`config.mk`:
```
export PLATFORM = sky130hd
export DESIGN_NAME = subcarrier_phase_gen
export DESIGN_NICKNAME = d
export VERILOG_FILES = /design/src/rtl/scp_pkg.sv /design/src/rtl/scp_step_reg.sv /design/src/rtl/scp_clr_sched.sv /design/src/rtl/scp_phase_acc.sv /design/src/rtl/subcarrier_phase_gen.sv
export SDC_FILE = /design/constraint.sdc
export NUM_CORES = 1
export LEC_CHECK = 0
export BUFFER_PORTS_ARGS = -buffer_cell sky130_fd_sc_hd__buf_2
export CORE_AREA = 8 8 95 118
export CTS_BUF_LIST = sky130_fd_sc_hd__clkbuf_8
export DETAILED_ROUTE_END_ITERATION = 8
export DIE_AREA = 0 0 103 126
export GPL_ROUTABILITY_DRIVEN = 0
export PLACE_DENSITY = 0.72
export REMOVE_ABC_BUFFERS = 1
export SYNTH_ARGS = -nofsm -noshare
export SYNTH_HDL_FRONTEND = slang
export SYNTH_SLANG_ARGS = --single-unit
```
`constraint.sdc`:
```
create_clock -name clk -period 4.2 [get_ports clk]
set_input_delay 0.42 -clock clk [delete_from_list [all_inputs] [get_ports clk]]
set_output_delay 0.42 -clock clk [all_outputs]
set_load 0.05 [all_outputs]
```
`src/rtl/scp_pkg.sv`:
```
package scp_pkg;

    localparam int unsigned SCP_ACC_W = 32;
    localparam int unsigned SCP_PH_W  = 10;
    localparam int unsigned SCP_FLD_W = 3;

    localparam logic [SCP_ACC_W-1:0] SCP_STEP_DEFAULT = 32'h21F0_7C1F;

    typedef enum logic [1:0] {
        CLR_NEVER  = 2'b00,
        CLR_LINE2  = 2'b01,
        CLR_FIELD8 = 2'b10,
        CLR_FIELD4 = 2'b11
    } clr_mode_e;

    typedef struct packed {
        logic en;
        logic line;
        logic field;
    } tb_strobe_t;

    function automatic logic fld_hit(input logic [SCP_FLD_W-1:0] cnt,
                                     input logic use_short);
        logic [SCP_FLD_W-1:0] mask;
        mask = use_short ? {1'b0, {(SCP_FLD_W-1){1'b1}}} : {SCP_FLD_W{1'b1}};
        return (cnt & mask) == '0;
    endfunction

endpackage

```
`src/rtl/scp_step_reg.sv`:
```
module scp_step_reg
    import scp_pkg::*;
#(
    parameter int unsigned ACC_W = SCP_ACC_W,
    parameter logic [ACC_W-1:0] STEP_RST = SCP_STEP_DEFAULT,
    localparam int unsigned LANES = ACC_W / 8,
    localparam int unsigned SEL_W = $clog2(LANES)
) (
    input  logic             clk,
    input  logic             rst,
    input  logic             we,
    input  logic [SEL_W-1:0] sel,
    input  logic [7:0]       data,
    output logic [ACC_W-1:0] step
);

    localparam logic [SEL_W-1:0] TOP_LANE = SEL_W'(LANES - 1);

    logic [ACC_W-9:0] staged;

    for (genvar g = 0; g < LANES - 1; g++) begin : g_lane
        always_ff @(posedge clk) begin
            if (rst) begin
                staged[g*8 +: 8] <= STEP_RST[g*8 +: 8];
            end else if (we && sel == SEL_W'(g)) begin
                staged[g*8 +: 8] <= data;
            end
        end
    end

    always_ff @(posedge clk) begin
        if (rst) begin
            step <= STEP_RST;
        end else if (we && sel == TOP_LANE) begin
            step <= {data, staged};
        end
    end

    // the active step changes only on a write to the top lane
    a_r4_hold_until_top: assert property (@(posedge clk) disable iff (rst)
        !(we && sel == TOP_LANE) |=> $stable(step));

endmodule

```
`src/rtl/scp_clr_sched.sv`:
```
module scp_clr_sched
    import scp_pkg::*;
#(
    parameter int unsigned FLD_W = SCP_FLD_W
) (
    input  logic      clk,
    input  logic      rst,
    input  logic      en,
    input  logic      line_start,
    input  logic      field_start,
    input  clr_mode_e mode,
    output logic      clr,
    output logic      line_tick
);

    logic             parity;
    logic [FLD_W-1:0] fcnt;
    logic [FLD_W-1:0] fcnt_next;
    logic             fld_tick;

    assign line_tick = en & line_start;
    assign fld_tick  = en & field_start;
    assign fcnt_next = fld_tick ? fcnt + 1'b1 : fcnt;

    always_comb begin
        clr = 1'b0;
        if (line_tick) begin
            unique case (mode)
                CLR_NEVER:  clr = 1'b0;
                CLR_LINE2:  clr = ~parity;
                CLR_FIELD8: clr = field_start & fld_hit(fcnt_next, 1'b0);
                CLR_FIELD4: clr = field_start & fld_hit(fcnt_next, 1'b1);
                default:    clr = 1'b0;
            endcase
        end
    end

    always_ff @(posedge clk) begin
        if (rst) begin
            parity <= 1'b0;
            fcnt   <= '1;
        end else begin
            if (line_tick) parity <= ~parity;
            fcnt <= fcnt_next;
        end
    end

    // no clear is ever requested in the never-clear mode
    a_r5_never_mode: assert property (@(posedge clk) disable iff (rst)
        (mode == CLR_NEVER) |-> !clr);

    // two consecutive enabled line starts cannot both clear in two-line mode
    a_r6_alternate: assert property (@(posedge clk) disable iff (rst)
        (clr && mode == CLR_LINE2) |=> !(clr && $stable(mode)));

    // counters are frozen without enable
    a_r3_sched_hold: assert property (@(posedge clk) disable iff (rst)
        !en |=> ($stable(parity) && $stable(fcnt)));

endmodule

```
`src/rtl/scp_phase_acc.sv`:
```
module scp_phase_acc
    import scp_pkg::*;
#(
    parameter int unsigned ACC_W = SCP_ACC_W,
    parameter int unsigned PH_W  = SCP_PH_W
) (
    input  logic             clk,
    input  logic             rst,
    input  logic             en,
    input  logic             clr,
    input  logic             line_tick,
    input  logic [ACC_W-1:0] step,
    input  logic             inv,
    output logic [PH_W-1:0]  phase,
    output logic             sw
);

    logic [ACC_W-1:0] acc;
    logic             sw_q;

    always_ff @(posedge clk) begin
        if (rst) begin
            acc  <= '0;
            sw_q <= 1'b0;
        end else if (en) begin
            acc <= clr ? '0 : acc + step;
            if (line_tick) sw_q <= ~sw_q;
        end
    end

    assign phase = acc[ACC_W-1 -: PH_W];
    assign sw    = sw_q ^ inv;

    // an enabled cycle without clear advances by the step, wrapping
    a_r2_step_add: assert property (@(posedge clk) disable iff (rst)
        (en && !clr) |=> acc == $past(acc) + $past(step));

    // the accumulator holds when not enabled
    a_r3_acc_hold: assert property (@(posedge clk) disable iff (rst)
        !en |=> $stable(acc));

    // a requested clear leaves zero behind
    a_r6_clear_zero: assert property (@(posedge clk) disable iff (rst)
        (en && clr) |=> acc == '0);

    // the line switch flips exactly on enabled line starts
    a_r10_switch_flip: assert property (@(posedge clk) disable iff (rst)
        (en && line_tick) |=> sw_q != $past(sw_q));

    a_r10_switch_keep: assert property (@(posedge clk) disable iff (rst)
        !(en && line_tick) |=> $stable(sw_q));

endmodule

```
`src/rtl/subcarrier_phase_gen.sv`:
```
module subcarrier_phase_gen
    import scp_pkg::*;
#(
    parameter int unsigned ACC_W = SCP_ACC_W,
    parameter int unsigned PH_W  = SCP_PH_W,
    parameter int unsigned FLD_W = SCP_FLD_W,
    localparam int unsigned SEL_W = $clog2(ACC_W / 8)
) (
    input  logic             clk,
    input  logic             rst,
    input  logic             pix_en,
    input  logic             inc_we,
    input  logic [SEL_W-1:0] inc_sel,
    input  logic [7:0]       inc_data,
    input  logic [1:0]       clr_mode,
    input  logic             line_start,
    input  logic             field_start,
    input  logic             pal_inv,
    output logic [PH_W-1:0]  phase_out,
    output logic             pal_sw
);

    logic [ACC_W-1:0] step;
    logic             clr;
    logic             line_tick;
    clr_mode_e        mode;

    assign mode = clr_mode_e'(clr_mode);

    scp_step_reg #(.ACC_W(ACC_W)) i_step (
        .clk  (clk),
        .rst  (rst),
        .we   (inc_we),
        .sel  (inc_sel),
        .data (inc_data),
        .step (step)
    );

    scp_clr_sched #(.FLD_W(FLD_W)) i_sched (
        .clk         (clk),
        .rst         (rst),
        .en          (pix_en),
        .line_start  (line_start),
        .field_start (field_start),
        .mode        (mode),
        .clr         (clr),
        .line_tick   (line_tick)
    );

    scp_phase_acc #(.ACC_W(ACC_W), .PH_W(PH_W)) i_acc (
        .clk       (clk),
        .rst       (rst),
        .en        (pix_en),
        .clr       (clr),
        .line_tick (line_tick),
        .step      (step),
        .inv       (pal_inv),
        .phase     (phase_out),
        .sw        (pal_sw)
    );

    // the first cycle after reset shows zero phase and nominal switch
    a_r1_reset_state: assert property (@(posedge clk)
        $fell(rst) |-> (phase_out == '0 && pal_sw == pal_inv));

endmodule

```
# ---- Word-level counts from Yosys, hierarchy flattened
# Cells that the tools add are included.
dict set report word_totals {
  regBits 93
  wordCells 36
}
dict set report classes {
  n_addsub 2
  eq_ne 6
  muxes 4
  bitwise 7
  n_reduce_logical 9
}
# op n
set op_table {}
lappend op_table {{$add 32x32->32} 1}
lappend op_table {{$mux 32} 1}
lappend op_table {{$eq 2x2->1 const B} 4}
lappend op_table {{$logic_not 3->1} 2}
lappend op_table {{$and 1x1->1} 4}
lappend op_table {{$eq 2x1->1 const B} 2}
lappend op_table {{$logic_and 1x1->1} 4}
lappend op_table {{$logic_not 2->1} 2}
lappend op_table {{$pmux 1 s4} 1}
lappend op_table {{$add 3x1->3 const B} 1}
lappend op_table {{$mux 3} 1}
lappend op_table {{$not 1->1} 2}
lappend op_table {{$reduce_and 2->1} 1}
lappend op_table {{$mux 1} 1}
lappend op_table {{$xor 1x1->1} 1}

# ---- Logic depth before layout (Yosys ltp)
dict set report logic_depth {
  word_depth 7
  depth_mapped 12
  ltp_nobuf 12
}

# ---- Cells and area by module
# A second synthesis with hierarchy kept.
dict set report hier_totals {
  hier_cells 594
  hier_area_um2 5223.8
}
# module n_inst cells_per_inst area_per_inst_um2 seq_area_each_um2
set modules_own_cells {}
lappend modules_own_cells {scp_phase_acc 1 366 2846.5 660.6}
lappend modules_own_cells {scp_step_reg 1 205 2178.3 1121.1}
lappend modules_own_cells {scp_clr_sched 1 23 198.9 80.1}

# ---- Worst setup path after synthesis
# No wires, ideal clock.
dict set report synth_path {
  path_type {register to register}
  startpoint {reg i_acc.acc[0]}
  endpoint {reg i_acc.acc[30]}
  t_arrival_ps 2597
  t_required_ps 4140
  path_slack_ps 1543
  stages_incl_launch_ff 13
  path_buffers 0
  cell_sequence {dfxtp_1 > ha_1 > inv_1 > fa_1 > nor2b_1 > o21ai_1 > a21boi_1 > o31ai_1 > a21oi_1 > o221ai_1 > o31ai_1 > mux2_1 > nand2_1}
}
dict set report synth_between {
  elab_chain_len 2
}
# item line
set synth_rtl {}
lappend synth_rtl {{from (decl)} scp_phase_acc.sv:18} ;# logic [ACC_W-1:0] acc;
lappend synth_rtl {{from (signal assigned)} scp_phase_acc.sv:26} ;# acc <= clr ? '0 : acc + step;
lappend synth_rtl {{$add 32x32->32} scp_phase_acc.sv:26}
lappend synth_rtl {{$mux 32} scp_phase_acc.sv:26}
# No other way between the ends.
# A chain may end at the register's enable or synchronous reset.

# ---- Final worst setup path
# Ends and elaborated chain as after synthesis.

==> summary.md <==
| Metric | Value |
|---|---|
| Period utilisation layout | 75.0% |
| Clock period minus worst slack | 3150 ps |
| Nature of the critical path startpoint | flip-flop |
| Complex-gate fraction of the synthesized area | 17.3% |
| Final setup violation count | 0 |
| Worst-path fanout max | 3 |
| Post-Synthesis Cells | 633 |
| Die X | 103 um |
| Maximum root-to-sink buffer count | 2 |
| TritonCTS clock tree | built |
| WL met2 | 5990 um |
| Min setup slack post-route | 1050 ps |
| Synth Area in Adders | 8.44% |
| Critical path's largest stage delay | 580 ps |
| Metal3 WL | 496 um |
| Synth Register Bits | 93 |
| CTS buffer count | 9 |
| Diode count | 0 |
| Yosys warning count | 0 |
| ANT nets after route | 0 |
| Met1 wire length | 5070 um |
| Slew headroom | 23.7% |
| Row cnt | 40 |
| Clk slew on worst S/H paths | 100 ps |
| CTS H-tree depth | 3 |
| Cell mode on critical path | o31ai_1 |
| Boundary pin count | 30 |
| Crit path buf inv count | 1 |
| Largest family of logic cells by synthesized area | simple AND/OR/NAND/NOR gates |
| Die ar. | 13000 um2 |
| Reg2Reg Depth | 12 |
| CTS resizes | 0 |
| Post-synthesis sequential area ratio | 37.4% |
| CTS root buf | clkbuf_8 |
| Leak Pwr | 2.30 nW |
| Distinct cells, synth | 57 |
| Die height | 126 um |
| Pint | 1.40 mW |
| Total grt overflow | 0 |
| Port Buf Inserts | 29 |
| Pin count of the biggest net entering global routing | 45 |
| P_sw | 748 uW |
| Worst Path Required | 4520 ps |
| Post-synthesis cell area | 4980 um2 |
| Initial DRC count | 291 |
| Post-CTS setup buffers | 0 |
| Vias in the first global route | 4244 |
| Final Hold Viols | 0 |
| Drt total wl | 11800 um |
| Share of total power in the clock network | 26.4% |
| Crit path arrival time | 3470 ps |
| CTS Sinks | 93 |
| Post-Synth XOR/XNOR Area | 4.92% |
| Layout cell share with drive strength beyond 1 | 8.71% |
| CP delay by family, top | compound AO/OA/AOI/OAI gates |
| DRC Markers | 0 |
| Post-synthesis mux area share | 2.46% |
| Synth-to-Final Area Change | 6.70% |
| Worst-path cell chain | ha_1 > inv_1 > fa_1 > nor2b_1 > o21ai_1 > a21boi_1 > o31ai_1 > a21oi_1 > o221ai_1 > o31ai_1 > mux2_1 > nand2_1 |
| Dominant synthesized flop cell | dfxtp_1 |
| Most frequent cells in the layout | nand2_1 (145), dfxtp_1 (93), a21oi_1 (65) |
| RSZ-0062 raised after global routing | false |
| Fin nets | 690 |
| Post-synth EDFFs | 0 |
| FF-to-FF Start | i_acc.acc[0] |
| All-layer global routing usage | 19.1% |
| Asr flop ratio synth | 0% |
| Setup crit end kind | flip-flop |
| Most common cell after layout, fill and taps aside | nand2_1 |
| Min-Delay Path Class | input pin to flip-flop |
| Net Sw Frac | 34.8% |
| Core area | 9410 um2 |
| First-pass GRT wire length | 20000 um |
| Critical path's slowest cell | o31ai_1 |
| CP endpoint | i_acc.acc[30] |
| Initial core utilization | 53.0% |
| Worst skew pair latency | 370 ps |
| Logic pwr share | 27.6% |
| Simple-gate share of the synthesized area | 24.8% |
| Peak supply drop | 0.000309 V |
| Synth Area per Inst | 7.87 um2 |
| Via count | 4346 |
| Flop2flop setup slack | 1050 ps |
| Drt wl/cell | 15.3 um |
| Reg power frac | 46.0% |
| Pwr Density | 403 nW/um2 |
| CP Depth | 12 |
| Fmax | 317 MHz |
| CP startpoint | i_acc.acc[0] |
| Pre-CTS setup slack | 1080 ps |
| Clock Skews | 15.7 ps |
| Via-to-Cell Ratio | 5.65 |
| Maxcap violations | 0 |
| CTS Hold Bufs | 0 |
| Transition time of the tightest slew-check pin | 1140 ps |
| Critical Setup Path Class | flip-flop to flip-flop |
| Top sig layer | met4 |
| Slew Viols, Final | 0 |
| Post-route setup TNS | 0 ps |
| Drt pass-1 iters | 4 |
| Status | finished clean |
| Initial antenna violation count | 0 |
| R2R Path End | i_acc.acc[30] |
| Detail Placement HPWL | 8720 um |
Yosys cell counts (all sizes together) (2+ instances only):
| cell type | instances | area, um2 |
|---|---|---|
| and2 | 5 | 31.3 |
| or2 | 2 | 12.5 |
| a21oi | 65 | 325 |
| mux2i | 10 | 100 |
| xnor2 | 15 | 131 |
| clkbuf | 28 | 106 |
| nand2b | 7 | 43.8 |
| buf | 12 | 82.6 |
| nor2b | 9 | 56.3 |
| o21bai | 4 | 30.0 |
| xor2 | 13 | 114 |
| and3 | 4 | 25.0 |
| o21ai | 35 | 179 |
| a31oi | 2 | 12.5 |
| nand2 | 145 | 544 |
| a211oi | 4 | 30.0 |
| nand3 | 38 | 203 |
| o31ai | 2 | 15.0 |
| inv | 11 | 41.3 |
| o211ai | 2 | 15.0 |
| ha | 32 | 400 |
| nor2 | 35 | 131 |
| a21boi | 2 | 15.0 |
| nor3b | 3 | 22.5 |
| o21a | 3 | 22.5 |
| mux2 | 2 | 22.5 |
| or3 | 5 | 31.3 |
| nand4 | 8 | 50.1 |
| a211o | 4 | 35.0 |
| dfxtp | 93 | 1860 |
| nand4b | 2 | 17.5 |
| a22oi | 2 | 15.0 |
| a21o | 10 | 75.1 |
| nand3b | 4 | 30.0 |
layer usage:
layer / up-vias / GRT usage, %
met4: 0 / 7.00
met5: - / 0
met1: 2024 / 23.4
met2: 111 / 32.6
li1: 2190 / -
met3: 21 / 2.81
layout make-up:
| type | count | area [um2] |
|---|---|---|
| flip-flops and latches | 93 | 1860 |
| fillers | 919 | 4090 |
| multi-input cells | 488 | 2890 |
| inverters | 12 | 45.0 |
| clock inverters | 7 | 58.8 |
| well taps | 126 | 158 |
| repair buffers | 34 | 183 |
| clock buffers | 9 | 124 |
through the flow:
| stage | hold slack [ps] | instance area [um2] | cells | util (%) | power [mW] |
|---|---|---|---|---|---|
| after global routing | 323 | 5320 | 769 | 56.5 | 2.27 |
| after CTS | 315 | 5320 | 769 | 56.5 | 2.15 |
| after floorplan | 425 | 4790 | 593 | - | 1.45 |
| final | 327 | 5320 | 769 | 56.5 | 2.15 |
| after detailed placement | 447 | 5130 | 753 | 54.6 | 1.59 |
| after global placement | 436 | 5130 | 753 | 54.6 | 1.58 |
flip-flops by register name, indices dropped and copies added, names as in the netlist:
name / cells
i_acc.acc: 32
i_sched.fcnt: 3
i_sched.parity: 1
i_step.step: 32
i_acc.sw_q: 1
i_step.staged: 24
worst min path at each step:
stage                             end  depth (start not counted)             start  slack, ps
CTS                 i_step.staged[19]                          3       inc_data[3]        310
floorplan              i_step.step[5]                          2  i_step.staged[5]        430
finish              i_step.staged[19]                          3       inc_data[3]        330
global placement       i_step.step[8]                          2  i_step.staged[8]        440
detailed placement     i_step.step[9]                          2  i_step.staged[9]        450
global route          i_step.step[27]                          3       inc_data[3]        320
power groups by stage:
| stage | registers [mW] | logic (mW) | clock network [mW] |
|---|---|---|---|
| 2_1_floorplan | 1.05 | 0.398 | 0 |
| 3_3_place_gp | 1.00 | 0.574 | 0 |
| 3_5_place_dp | 1.01 | 0.587 | 0 |
| 4_1_cts | 0.987 | 0.590 | 0.577 |
| 5_1_grt | 0.995 | 0.659 | 0.616 |
| 6_report | 0.987 | 0.592 | 0.566 |
cells by family (layout without fill, tap and decap cells):
logic type | Yosys count | count (layout)
DFF | 93 | 93
adders and majority gates | 33 | 33
buffers and inverters | 52 | 62
xor gates and xnor gates | 28 | 28
and+or+nand+nor | 272 | 272
AOI/OAI and AO/OA | 143 | 143
muxes | 12 | 12
worst min-delay path, cell delays in order:
cell and delay [ps]:
buf_2 130, nand2_1 60, a21oi_1 50
Power figures use the tool's default switching activity.
